[src/rtl/dmb_pkg.sv]
package dmb_pkg;

    localparam int unsigned MSG_W = 32;
    localparam int unsigned CRC_W = 8;
    localparam logic [CRC_W-1:0] CRC_POLY = 8'h07;
    localparam logic [CRC_W-1:0] CRC_INIT = 8'h00;

    typedef enum logic [1:0] {
        CH_IDLE    = 2'd0,
        CH_OFFER   = 2'd1,
        CH_WAITACK = 2'd2,
        CH_LOCKED  = 2'd3
    } ch_state_e;

    typedef struct packed {
        logic [MSG_W-1:0] word;
        logic [CRC_W-1:0] code;
    } copy_t;

    function automatic logic [CRC_W-1:0] crc8_calc(input logic [MSG_W-1:0] d);
        logic [CRC_W-1:0] c;
        logic fb;
        c = CRC_INIT;
        for (int i = MSG_W - 1; i >= 0; i--) begin
            fb = c[CRC_W-1] ^ d[i];
            c  = {c[CRC_W-2:0], 1'b0} ^ (fb ? CRC_POLY : '0);
        end
        return c;
    endfunction

endpackage

[src/rtl/dmb_copy.sv]
module dmb_copy
    import dmb_pkg::*;
#(
    parameter bit DAMAGE_WORD = 1'b0,
    parameter bit DAMAGE_CODE = 1'b0
) (
    input  logic             clk,
    input  logic             rst,
    input  logic             wr,
    input  logic [MSG_W-1:0] din,
    input  logic             fi_en,
    output logic [MSG_W-1:0] dout,
    output logic             code_ok
);

    localparam logic [MSG_W-1:0] WORD_FLIP = MSG_W'(DAMAGE_WORD);
    localparam logic [CRC_W-1:0] CODE_FLIP = CRC_W'(DAMAGE_CODE);

    copy_t slot;

    always_ff @(posedge clk) begin
        if (rst) begin
            slot.word <= '0;
            slot.code <= crc8_calc('0);
        end else if (wr) begin
            slot.word <= din ^ (fi_en ? WORD_FLIP : '0);
            slot.code <= crc8_calc(din) ^ (fi_en ? CODE_FLIP : '0);
        end
    end

    assign dout    = slot.word;
    assign code_ok = (crc8_calc(slot.word) == slot.code);

endmodule

[src/rtl/dmb_watchdog.sv]
module dmb_watchdog #(
    parameter int unsigned CNT_W     = 8,
    parameter int unsigned MAX_RETRY = 2
) (
    input  logic             clk,
    input  logic             rst,
    input  logic             start,
    input  logic             busy,
    input  logic             done,
    input  logic [CNT_W-1:0] limit,
    output logic             retry,
    output logic             exhausted
);

    localparam int unsigned RC_W = $clog2(MAX_RETRY + 1) + 1;
    localparam logic [RC_W-1:0] RC_MAX = RC_W'(MAX_RETRY);

    logic [CNT_W-1:0] cnt;
    logic [RC_W-1:0]  rcnt;
    logic             expire;

    assign expire    = busy && !done && (cnt >= limit);
    assign retry     = expire && (rcnt < RC_MAX);
    assign exhausted = expire && (rcnt >= RC_MAX);

    always_ff @(posedge clk) begin
        if (rst || start) begin
            cnt  <= '0;
            rcnt <= '0;
        end else if (retry) begin
            cnt  <= '0;
            rcnt <= rcnt + 1'b1;
        end else if (busy && cnt != '1) begin
            cnt <= cnt + 1'b1;
        end
    end

    assert_retry_bound_R9: assert property (@(posedge clk) disable iff (rst)
        rcnt <= RC_MAX);

    assert_restart_on_retry_R8: assert property (@(posedge clk) disable iff (rst)
        retry |=> (cnt == '0));

endmodule

[src/rtl/dup_mbox_chan.sv]
module dup_mbox_chan
    import dmb_pkg::*;
#(
    parameter int unsigned CNT_W     = 8,
    parameter int unsigned MAX_RETRY = 2
) (
    input  logic             clk,
    input  logic             rst,
    input  logic             snd_valid,
    input  logic [MSG_W-1:0] snd_data,
    output logic             snd_ready,
    input  logic [1:0]       fi_ctl,
    output logic             rcv_valid,
    output logic [MSG_W-1:0] rcv_data,
    input  logic             rcv_ready,
    input  logic             rcv_ack,
    input  logic [CNT_W-1:0] tmo_limit,
    output logic             fault_data,
    output logic             fault_timeout
);

    localparam int unsigned NCOPY = 2;

    ch_state_e        st, st_nx;
    logic             post, intact, busy, acked;
    logic             wd_retry, wd_exh;
    logic [MSG_W-1:0] cp_word [NCOPY];
    logic [NCOPY-1:0] cp_ok;
    logic             set_fd, set_ft;

    assign post = snd_valid && snd_ready;

    for (genvar g = 0; g < NCOPY; g++) begin : g_copy
        dmb_copy #(
            .DAMAGE_WORD(g == 1),
            .DAMAGE_CODE(g == 0)
        ) u_copy (
            .clk    (clk),
            .rst    (rst),
            .wr     (post),
            .din    (snd_data),
            .fi_en  (fi_ctl[g == 0 ? 1 : 0]),
            .dout   (cp_word[g]),
            .code_ok(cp_ok[g])
        );
    end

    assign intact = (cp_word[0] == cp_word[1]) && (&cp_ok);
    assign busy   = (st == CH_OFFER) || (st == CH_WAITACK);
    assign acked  = (st == CH_WAITACK) && rcv_ack;

    dmb_watchdog #(
        .CNT_W    (CNT_W),
        .MAX_RETRY(MAX_RETRY)
    ) u_wd (
        .clk      (clk),
        .rst      (rst),
        .start    (post),
        .busy     (busy),
        .done     (acked),
        .limit    (tmo_limit),
        .retry    (wd_retry),
        .exhausted(wd_exh)
    );

    always_comb begin
        st_nx  = st;
        set_fd = 1'b0;
        set_ft = 1'b0;
        unique case (st)
            CH_IDLE: if (snd_valid) st_nx = CH_OFFER;
            CH_OFFER: begin
                if (!intact) begin
                    st_nx  = CH_LOCKED;
                    set_fd = 1'b1;
                end else if (wd_exh) begin
                    st_nx  = CH_LOCKED;
                    set_ft = 1'b1;
                end else if (wd_retry) begin
                    st_nx = CH_OFFER;
                end else if (rcv_ready) begin
                    st_nx = CH_WAITACK;
                end
            end
            CH_WAITACK: begin
                if (rcv_ack) begin
                    st_nx = CH_IDLE;
                end else if (wd_exh) begin
                    st_nx  = CH_LOCKED;
                    set_ft = 1'b1;
                end else if (wd_retry) begin
                    st_nx = CH_OFFER;
                end
            end
            default: st_nx = CH_LOCKED;
        endcase
    end

    always_ff @(posedge clk) begin
        if (rst) begin
            st            <= CH_IDLE;
            fault_data    <= 1'b0;
            fault_timeout <= 1'b0;
        end else begin
            st <= st_nx;
            if (set_fd) fault_data    <= 1'b1;
            if (set_ft) fault_timeout <= 1'b1;
        end
    end

    assign snd_ready = (st == CH_IDLE);
    assign rcv_valid = (st == CH_OFFER) && intact;
    assign rcv_data  = cp_word[0];

    assert_hold_sender_R3: assert property (@(posedge clk) disable iff (rst)
        post |=> !snd_ready);

    assert_offer_verified_R5: assert property (@(posedge clk) disable iff (rst)
        rcv_valid |-> (cp_word[0] == cp_word[1]) && cp_ok[0] && cp_ok[1]);

    assert_offer_stable_R2: assert property (@(posedge clk) disable iff (rst)
        (rcv_valid && !rcv_ready && !wd_retry && !wd_exh) |=> $stable(rcv_data) && rcv_valid);

    assert_sticky_data_R10: assert property (@(posedge clk) disable iff (rst)
        fault_data |=> fault_data);

    assert_sticky_tmo_R10: assert property (@(posedge clk) disable iff (rst)
        fault_timeout |=> fault_timeout);

    assert_locked_quiet_R9: assert property (@(posedge clk) disable iff (rst)
        (fault_data || fault_timeout) |-> (!rcv_valid && !snd_ready));

endmodule

[config.mk]
export PLATFORM = sky130hd
export DESIGN_NAME = dup_mbox_chan
export DESIGN_NICKNAME = d
export VERILOG_FILES = /design/src/rtl/dmb_pkg.sv /design/src/rtl/dmb_copy.sv /design/src/rtl/dmb_watchdog.sv /design/src/rtl/dup_mbox_chan.sv
export SDC_FILE = /design/constraint.sdc
export NUM_CORES = 1
export LEC_CHECK = 0
export BUFFER_PORTS_ARGS = -buffer_cell sky130_fd_sc_hd__buf_4
export CORE_UTILIZATION = 25
export DETAILED_ROUTE_END_ITERATION = 8
export PLACE_DENSITY = 0.38
export SETUP_SLACK_MARGIN = 0.5
export SLEW_MARGIN = 40
export SYNTH_ARGS = -nofsm -noshare
export SYNTH_HDL_FRONTEND = slang
export SYNTH_SLANG_ARGS = --single-unit
[constraint.sdc]
create_clock -name clk -period 4.14 [get_ports clk]
set_clock_uncertainty 0.05 [all_clocks]
set_input_delay 0.828 -clock clk [delete_from_list [all_inputs] [get_ports clk]]
set_output_delay 0.828 -clock clk [all_outputs]
set_load 0.01 [all_outputs]
==> flow_summary.yaml, run 1 <==
outcome:
  status: "finished clean"
cts:
  htreeDepth: 3
  cts_made_buffers: 9
  insertion_delay_ns: 0.33
  cts.clk_slew.worst_paths_ns: 0.05
  cts.sinks: 57
  cts_buffer_depth: 2
  clockRootBuffer: "clkbuf_16"
  cts_tree: "built"
die:
  core_area_mm2: 0.0172
  pin_count: 83
  die_x_um: 134
  die-area_mm2: 0.0181
  start_util: 0.255
  die_y_um: 134
  rows: 48
worst_setup_path:
  path_common_cell: "xnor2_1"
  start_kind: "flip-flop"
  crit_path_max_incr_delay_ns: 0.42
  path_cells: "buf_12 > xor2_4 > xnor3_2 > buf_4 > xnor2_1 > xnor2_1 > xnor2_1 > o21ai_0 > or3_1 > a221o_1 > nor2_2 > buf_4"
  crit_fanout: 5
  end_kind: "primary output"
  required_ns: 3.26
  crit_slowest_cell: "xnor3_2"
  cp.buffers_inverters: 3
  critPathKind: "reg -> out"
  crit_family: "XOR/XNOR gates"
  critPathArrivalTime_ns: 3.26
power_and_ir_drop:
  cellLeakagePower_uw: 0.00243
  power.density_mw_per_mm2: 1060
  irDropWorstVdd_uv: 559
  total_power_uw: 6040
hold_path:
  hp-class: "reg -> reg"
yosys:
  synthCells: 499
  avgSynthCellArea_um2: 8.78
  syn-cell-area_mm2: 0.00438
  ys.flop_type: "dfxtp_1"
  yosysSeqAreaShare: 0.260
  async_flop_share: 0
  yosys_warnings: 0
  synth_fp_nets: 560
  synth_edf_count: 0
  ys_types: 37
  synth_seq_cells: 57
cells_and_area:
  num-fill-cells: 1851
  final_cells: 797
  n_antenna_cell: 0
  design_area_mm2: 0.00569
  multi_input_area_mm2: 0.00306
  final-seq-area_mm2: 0.00117
  syn_to_final_growth_pct: 29.8
  nets: 628
  drive_gt1_frac: 0.276
grt:
  grt_pass1_wl_um: 18900
  grt_antenna_before_repair: 0
  grtUsageTotal: 0.141
  grt_pass1_vias: 3336
  grt_max_degree: 51
  gr-total-overflow: 0
timing:
  hold_viol: 0
  fmax_mhz: 242
  worstMarginPinSlew_ns: 0.606
  min_period_ns: 4.14
  drv_slew: 0
  setup_tns_ns: 0
  grt_setup_unrepaired: "yes"
  finalSetupViolations: 0
  max-slew-margin-rel: 0.596
  period_share: 0.999
place:
  gp_congestion: 0.827
  placed_area_mm2: 0.00508
  dp.cells: 765
  portBuffers: 82
  dp.final_hpwl_um: 9640
detailed_routing:
  via_count: 3417
  drt-wirelength-per-cell_um: 15.7
  drc: 0
  drt-pass1-iter-count: 7
  drtIter0Drc: 120
  drtAntennaViolNets: 0
  viasPerCell: 4.29
  wl_um: 12500
flow_run:
  maxCapViolations: 0
-- path summary, 6_finish.rpt --
check | slack (ns) | start | to | depth (start not counted)
min reg2reg | 0.41 | g_copy[1].u_copy.slot[7] | g_copy[1].u_copy.slot[7] | 2
max | 0.003 | g_copy[1].u_copy.dout[29] | rcv_valid | 12
max reg2reg | 0.77 | g_copy[1].u_copy.dout[29] | st[0] | 13
min | 0.41 | g_copy[1].u_copy.slot[7] | g_copy[1].u_copy.slot[7] | 2
-- registers in the layout, summed over array words and instances, names as in the netlist --
| name | cells |
|---|---|
| u_wd.cnt | 8 |
| fault_timeout | 1 |
| st | 2 |
| g_copy.u_copy.slot | 9 |
| g_copy.u_copy.dout | 33 |
| fault_data | 1 |
| u_wd.rcnt | 3 |
-- worst register-to-register path, delay by kind of cell, from the launching register on --
kind / cells / cell delay, ns
XOR/XNOR: 4 / 1.19
AND/OR/NAND/NOR: 1 / 0.07
flip-flops: 1 / 0.36
AO/OA/AOI/OAI: 4 / 0.89
buffers and inverters: 3 / 0.44
multiplexers: 1 / 0.23
-- placed cells by master, fill, tap and decap left out, types with 5 or more instances in the layout --
| cell | instances |
|---|---|
| buf_4 | 104 |
| xnor2_1 | 84 |
| nand2_1 | 80 |
| a21oi_1 | 47 |
| dfxtp_1 | 46 |
| xor2_1 | 28 |
| nor2_1 | 26 |
| inv_1 | 15 |
| ha_1 | 14 |
| xnor3_1 | 12 |
| clkbuf_16 | 9 |
| xnor3_2 | 7 |
| xnor2_2 | 7 |
| nor3_1 | 7 |
| dfxtp_2 | 6 |
| a21o_1 | 5 |
| dfxtp_4 | 5 |
-- logic make-up after synthesis --
group	share of synthesized area
AOI/OAI and AO/OA	0.0937
xor gates and xnor gates	0.384
adders and majority gates	0.0400
buffers and inverters	0.0825
DFF	0.260
muxes	0.00914
and+or+nand+nor	0.130
-- where the power goes --
group          switching, uW  leakage [uW]  total [uW]  internal [uW]
sequential               130      0.000472         795            665
clock                    273      0.000152         796            523
combinational           2040       0.00180        4450           2410
-- what timing repair did --
action,4_1_cts,5_1_grt
pin swaps,14,10
setup buffers,8,8
gates cloned,0,0
endpoints found under the hold margin,0,0
endpoints found under the setup margin,1,2
resized for setup,21,14
hold buffers,0,0
-- synth_stat cells, types with 3 or more instances --
| master | instances | share of area |
|---|---|---|
| xnor2_1 | 91 | 0.18 |
| nand2_1 | 81 | 0.069 |
| dfxtp_1 | 57 | 0.26 |
| a21oi_1 | 47 | 0.054 |
| xor2_1 | 35 | 0.070 |
| buf_4 | 32 | 0.055 |
| nor2_1 | 27 | 0.023 |
| xnor3_1 | 19 | 0.098 |
| inv_1 | 15 | 0.013 |
| ha_1 | 14 | 0.040 |
| clkbuf_1 | 13 | 0.011 |
| nor3_1 | 7 | 0.0080 |
| a21o_1 | 5 | 0.0086 |
| xor3_1 | 5 | 0.027 |
| a211oi_1 | 4 | 0.0069 |
| and2_1 | 4 | 0.0057 |
| mux2i_1 | 4 | 0.0091 |
| or3_1 | 4 | 0.0057 |
| buf_1 | 3 | 0.0026 |
| nand2b_1 | 3 | 0.0043 |
| nand3_1 | 3 | 0.0034 |
| o21a_1 | 3 | 0.0051 |
| o21ai_0 | 3 | 0.0034 |
-- per-stage QoR --
| step | worst slack (ns) | hold slack, ns | util |
|---|---|---|---|
| after global placement | 0.207 | 0.401 | 0.296 |
| after CTS | -0.0576 | 0.420 | 0.323 |
| after detailed placement | 0.141 | 0.413 | 0.296 |
| after floorplan | 0.505 | 0.393 | - |
| after global routing | -0.115 | 0.426 | 0.331 |
| final | 0.00339 | 0.412 | 0.331 |
-- cell type report --
cell class                      instances  share of cell area
Clock buffer                           10              0.0403
Clock inverter                          6              0.0145
Inverter                               15             0.00990
Multi-Input combinational cell        378               0.538
Sequential cell                        57               0.205
Tap cell                              225              0.0495
Timing Repair Buffer                  106               0.143
-- per-layer routing --
| layer | vias up | global-route usage | routed length (um) |
|---|---|---|---|
| met4 | 0 | 0.0668 | 255 |
| li1 | 1740 | - | - |
| met3 | 15 | 0.0178 | 449 |
| met2 | 66 | 0.216 | 5680 |
| met5 | - | 0 | 0 |
| met1 | 1596 | 0.195 | 6110 |
No activity file was read; power rests on OpenSTA's default activity.
==> run 2: changes to the inputs <==
==> constraint.sdc (replaced) <==
create_clock -name clk -period 4.14 [get_ports clk]
set_clock_uncertainty 0.05 [all_clocks]
set_input_delay 0 -clock clk [delete_from_list [all_inputs] [get_ports clk]]
set_output_delay 0 -clock clk [all_outputs]
set_load 0.01 [all_outputs]
==> run 2 against run 1 <==
Against the previous run:
- final cell count is 1.6% higher
- combinational power is 11% lower
- clock power hardly changed
- global-route usage is 0.13 points lower
- first-iteration DRC count is 5.8% lower
- critical path depth is 3 lower
- critical endpoint unchanged
==> flow_summary.yaml, run 2 (synthesis gave the netlist of run 1 again) <==
die:
  core_area_mm2: 0.0172
  start_util: 0.255
  die_x_um: 134
  die_y_um: 134
  rows: 48
  die-area_mm2: 0.0181
  pin_count: 83
power_and_ir_drop:
  irDropWorstVdd_uv: 460
  cellLeakagePower_uw: 0.00244
  power.density_mw_per_mm2: 966
timing:
  drv_slew: 0
  worstMarginPinSlew_ns: 0.578
  setup_tns_ns: 0
  period_share: 0.856
  finalSetupViolations: 0
  min_period_ns: 3.54
  hold_viol: 0
  grt_setup_unrepaired: "no"
  max-slew-margin-rel: 0.614
  fmax_mhz: 282
worst_setup_path:
  required_ns: 4.09
  start_kind: "flip-flop"
  end_kind: "primary output"
  crit_fanout: 5
  critPathArrivalTime_ns: 3.49
  critPathKind: "reg -> out"
detailed_routing:
  wl_met3_um: 281
  routed.top_layer: "met4"
  wl_met2_um: 5640
  drtIter0Drc: 113
  drt-pass1-iter-count: 4
  wl_um: 12100
  drtAntennaViolNets: 0
  drt-wirelength-per-cell_um: 14.9
  wl_met1_um: 6040
  viasPerCell: 4.27
  drc: 0
  via_count: 3455
grt:
  grtUsageTotal: 0.140
  grt_antenna_before_repair: 0
  gr-total-overflow: 0
  grt_pass1_vias: 3402
  grt_pass1_wl_um: 19100
  grt_max_degree: 51
cts:
  clockRootBuffer: "clkbuf_16"
  insertion_delay_ns: 0.34
  cts.sinks: 57
  cts_buffer_depth: 2
  cts.clk_slew.worst_paths_ns: 0.06
  cts_tree: "built"
  htreeDepth: 3
  cts_made_buffers: 9
cells_and_area:
  drive_gt1_frac: 0.209
  syn_to_final_growth_pct: 31.3
  layout_commonest_cell: "xnor2_1"
  n_antenna_cell: 0
  largest_register_ffs: 33
  nets: 641
  final_cell_mix: "87 x xnor2_1, 85 x buf_4, 81 x nand2_1, 52 x dfxtp_1, 47 x a21oi_1"
  fin_util: 0.335
flow_run:
  maxCapViolations: 0
hold_path:
  hp-class: "in -> reg"
place:
  dp.final_hpwl_um: 9320
  portBuffers: 82
  gp_congestion: 0.783
outcome:
  status: "finished clean"
## run 2: cell types whose count changed in the layout (fill, tap and decap cells not counted), moves of 2 or more
cell           previous run  this run
buf_4                   104        85
xnor2_2                   7         4
xnor3_1                  12        15
dfxtp_1                  46        52
xor2_4                    3         0
xor2_1                   28        30
dlygate4sd3_1             0        34
xnor2_1                  84        87
xnor3_2                   7         4
dfxtp_4                   5         0
## run 2: final timing paths
check,end,startpoint,slack [ns],cells past startpoint
min reg2reg,g_copy[1].u_copy.slot[3],g_copy[1].u_copy.slot[3],0.42,2
max reg2reg,fault_timeout,g_copy[1].u_copy.dout[28],0.78,10
min,st[1],rcv_ready,0.04,4
max,rcv_valid,g_copy[1].u_copy.dout[28],0.60,9
## run 2: cell type report
class / count / area, um^2
Multi-Input combinational cell: 378 / 2980
Fill cell: 1863 / 11400
Clock buffer: 10 / 229
Timing Repair Buffer: 119 / 978
Tap cell: 225 / 282
Inverter: 15 / 56.3
Sequential cell: 57 / 1150
Clock inverter: 6 / 82.6
## run 2: what timing repair did
item,4_1_cts,5_1_grt
endpoints found under the hold margin,34,0
endpoints found under the setup margin,2,2
gates resized for setup,9,12
hold buffers,34,0
cloned,0,0
pin swaps,1,2
setup buffers,1,0
## run 2: power by group
group          internal [uW]  leakage, uW  total (uW)  switching (uW)
Combinational           2070      0.00182        3970            1900
Sequential               661     0.000468         789             128
Clock                    523     0.000152         797             274
## run 2: metal layers
layer	vias to the layer above	GRT usage
met5	-	0
met4	0	0.0443
met3	11	0.0227
met2	58	0.216
met1	1628	0.197
li1	1758	-
## run 2: through the flow
stage | total power (uW) | setup slack [ns] | instance area, um^2 | cells | hold WS, ns
final | 5560 | 0.597 | 5750 | 810 | 0.0353
after global routing | 5980 | 0.500 | 5750 | 810 | 0.0398
after CTS | 5550 | 0.514 | 5690 | 810 | 0.0174
after detailed placement | 4580 | 0.523 | 4990 | 759 | 0.225
after global placement | 4570 | 0.601 | 4990 | 759 | 0.223
after floorplan | 3910 | 0.879 | 4380 | 499 | 0.0860
## run 2: worst max-delay path: stages, from the launching register on
cell     delay [ns]
dfxtp_2        0.41
xor2_2         0.23
xnor3_2        0.42
xor3_1         0.39
xor3_1         0.42
xor2_1         0.18
or3_1          0.35
a221o_1        0.47
nor2_1         0.15
buf_4          0.14
==> run 3: changes to the inputs <==
ABC_AREA = 1   (was unset)
==> run 3 against run 2 <==
Against the previous run:
- sequential share of layout area shrank 2.5 points
- worst hold slack lost 0.025 ns
- routed wire length grew 29%
- final area grew 16%
- die area grew 17%
- worst setup slack gained 0.29 ns
- via count grew 46%
- maximum frequency grew 9.0%
- critical path depth grew 20
- flip-flop and latch count is the same
- synthesized cell count grew 65%
- non-clock buffer count shrank 3
- largest cell class unchanged
==> flow_summary.yaml, run 3 <==
outcome:
  status: "finished clean"
detailed_routing:
  drc: 0
  drt-pass1-iter-count: 4
  routed.top_layer: "met4"
  via_count: 5030
  wl_um: 15600
  wl_met3_um: 704
  drtAntennaViolNets: 0
  viasPerCell: 4.27
  drtIter0Drc: 231
  wl_met1_um: 8010
  wl_met2_um: 6660
  drt-wirelength-per-cell_um: 13.3
timing:
  drv_slew: 0
  setup_tns_ns: 0
  period_share: 0.785
  finalHoldWorstSlack_ns: 0.0101
  finalSetupViolations: 0
  max-slew-margin-rel: 0.499
  grt_setup_unrepaired: "no"
  min_period_ns: 3.25
  worstMarginPinSlew_ns: 0.746
  fmax_mhz: 308
  hold_viol: 0
grt:
  grt_antenna_before_repair: 0
  grtUsageTotal: 0.153
  grt_max_degree: 60
  grt_pass1_vias: 4727
  gr-total-overflow: 0
  grt_pass1_wl_um: 25200
cells_and_area:
  final_cell_mix: "236 x nand2_1, 98 x inv_1, 87 x buf_4, 75 x nand3_1"
  nets: 963
  drive_gt1_frac: 0.230
  design_area_mm2: 0.00669
  n_antenna_cell: 0
  syn_to_final_growth_pct: 30.3
  final-seq-area_mm2: 0.00117
  layout_commonest_cell: "nand2_1"
  multi_input_area_mm2: 0.00353
  largest_register_ffs: 33
  num-fill-cells: 2343
  final_cells: 1177
cts:
  cts.clk_slew.worst_paths_ns: 0.06
  cts_tree: "built"
  clockRootBuffer: "clkbuf_16"
  cts_buffer_depth: 2
  cts.sinks: 57
  htreeDepth: 3
  cts_made_buffers: 9
  insertion_delay_ns: 0.33
worst_setup_path:
  rrSetupSlack_ns: 0.99
  r2r-start: "g_copy[1].u_copy.dout[30]"
  r2r_end: "st[1]"
  crit_slowest_cell: "dfxtp_2"
  required_ns: 4.09
  path_common_cell: "nand2_1"
  start_kind: "flip-flop"
  ff2ff_path_depth: 29
  crit_path_max_incr_delay_ns: 0.34
  end_kind: "primary output"
  startpoint: "g_copy[1].u_copy.dout[28]"
  crit_fanout: 5
  critPathKind: "reg -> out"
  critPathArrivalTime_ns: 3.20
yosys:
  synth_common_cells: "280 x nand2_1, 105 x inv_1, 88 x nand3_1"
  async_flop_share: 0
  synthTopCellsByArea: "dfxtp_1 22%, nand2_1 20%, nand3_1 8.6%"
  synth_fp_nets: 882
  synth_edf_count: 0
  ys_types: 33
  avgSynthCellArea_um2: 6.25
  yosysSeqAreaShare: 0.222
  yosys.area.top_type_share: 0.222
  yosys_warnings: 0
  synth.most_common_cell: "nand2_1"
  synth_seq_cells: 57
  ys.flop_type: "dfxtp_1"
  synth_area_leader_cell: "dfxtp_1"
  synthCells: 821
  syn-cell-area_mm2: 0.00513
hold_path:
  hp-class: "in -> reg"
  min_to: "g_copy[1].u_copy.dout[27]"
  hold_path.startpoint: "snd_data[27]"
  hold-path-cell-count: 3
place:
  placed_area_mm2: 0.00581
  gp_congestion: 0.795
  dp.cells: 1129
  dp.final_hpwl_um: 12700
  portBuffers: 82
die:
  start_util: 0.255
  die_x_um: 145
  rows: 52
  die-area_mm2: 0.0211
  die_y_um: 145
  pin_count: 83
  core_area_mm2: 0.0202
flow_run:
  maxCapViolations: 0
==> run 3: cell families after synthesis <==
logic type | after synthesis | synth area share
compound gates | 96 | 0.0975
flops | 57 | 0.222
buf+inv | 154 | 0.136
xor+xnor | 81 | 0.169
fa+ha+maj | 14 | 0.0341
simple gates | 419 | 0.341
==> run 3: metal layers <==
metal / global-route usage / vias to the layer above
met1: 0.223 / 2221
met5: 0 / -
met2: 0.231 / 89
met3: 0.0239 / 17
met4: 0.0458 / 0
li1: - / 2703
==> run 3: worst max-delay path by stage <==
stage / endpoint / cells past startpoint / slack [ns]
global route: rcv_valid / 26 / 0.47
detailed placement: st[1] / 31 / 0.63
finish: rcv_valid / 29 / 0.89
floorplan: st[1] / 30 / 1.33
CTS: rcv_valid / 29 / 0.51
global placement: st[0] / 30 / 0.61
==> run 3: through the flow <==
stage / utilization / worst slack (ns)
floorplan: - / 1.33
global placement: 0.288 / 0.615
detailed placement: 0.288 / 0.626
CTS: 0.318 / 0.507
global route: 0.332 / 0.466
finish: 0.332 / 0.888
==> run 3: critical path: cells and delay by family (launching register included) <==
family	cells	cell delay, ns
buf+inv	7	0.65
flops	1	0.34
simple gates	22	1.85
==> run 3: area by class of cell <==
class | instances | share of cell area
timing repair buffer | 116 | 0.141
clock buffer | 10 | 0.0342
clock inverter | 6 | 0.0123
inverter | 108 | 0.0609
sequential | 57 | 0.174
tap | 270 | 0.0505
multi-input combinational | 610 | 0.527
==> run 3: what timing repair did <==
action / 4_1_cts / 5_1_grt
endpoints found under the setup margin: 1 / 5
hold buffers: 29 / 0
buffers inserted: 0 / 3
hold endpoints to repair: 33 / 0
resized for setup: 2 / 88
pin swaps: 0 / 12
Power of run 3 is left out: the tool's default activity adds up to more than one toggle a clock period on the data nets, which glitch-free logic cannot reach.
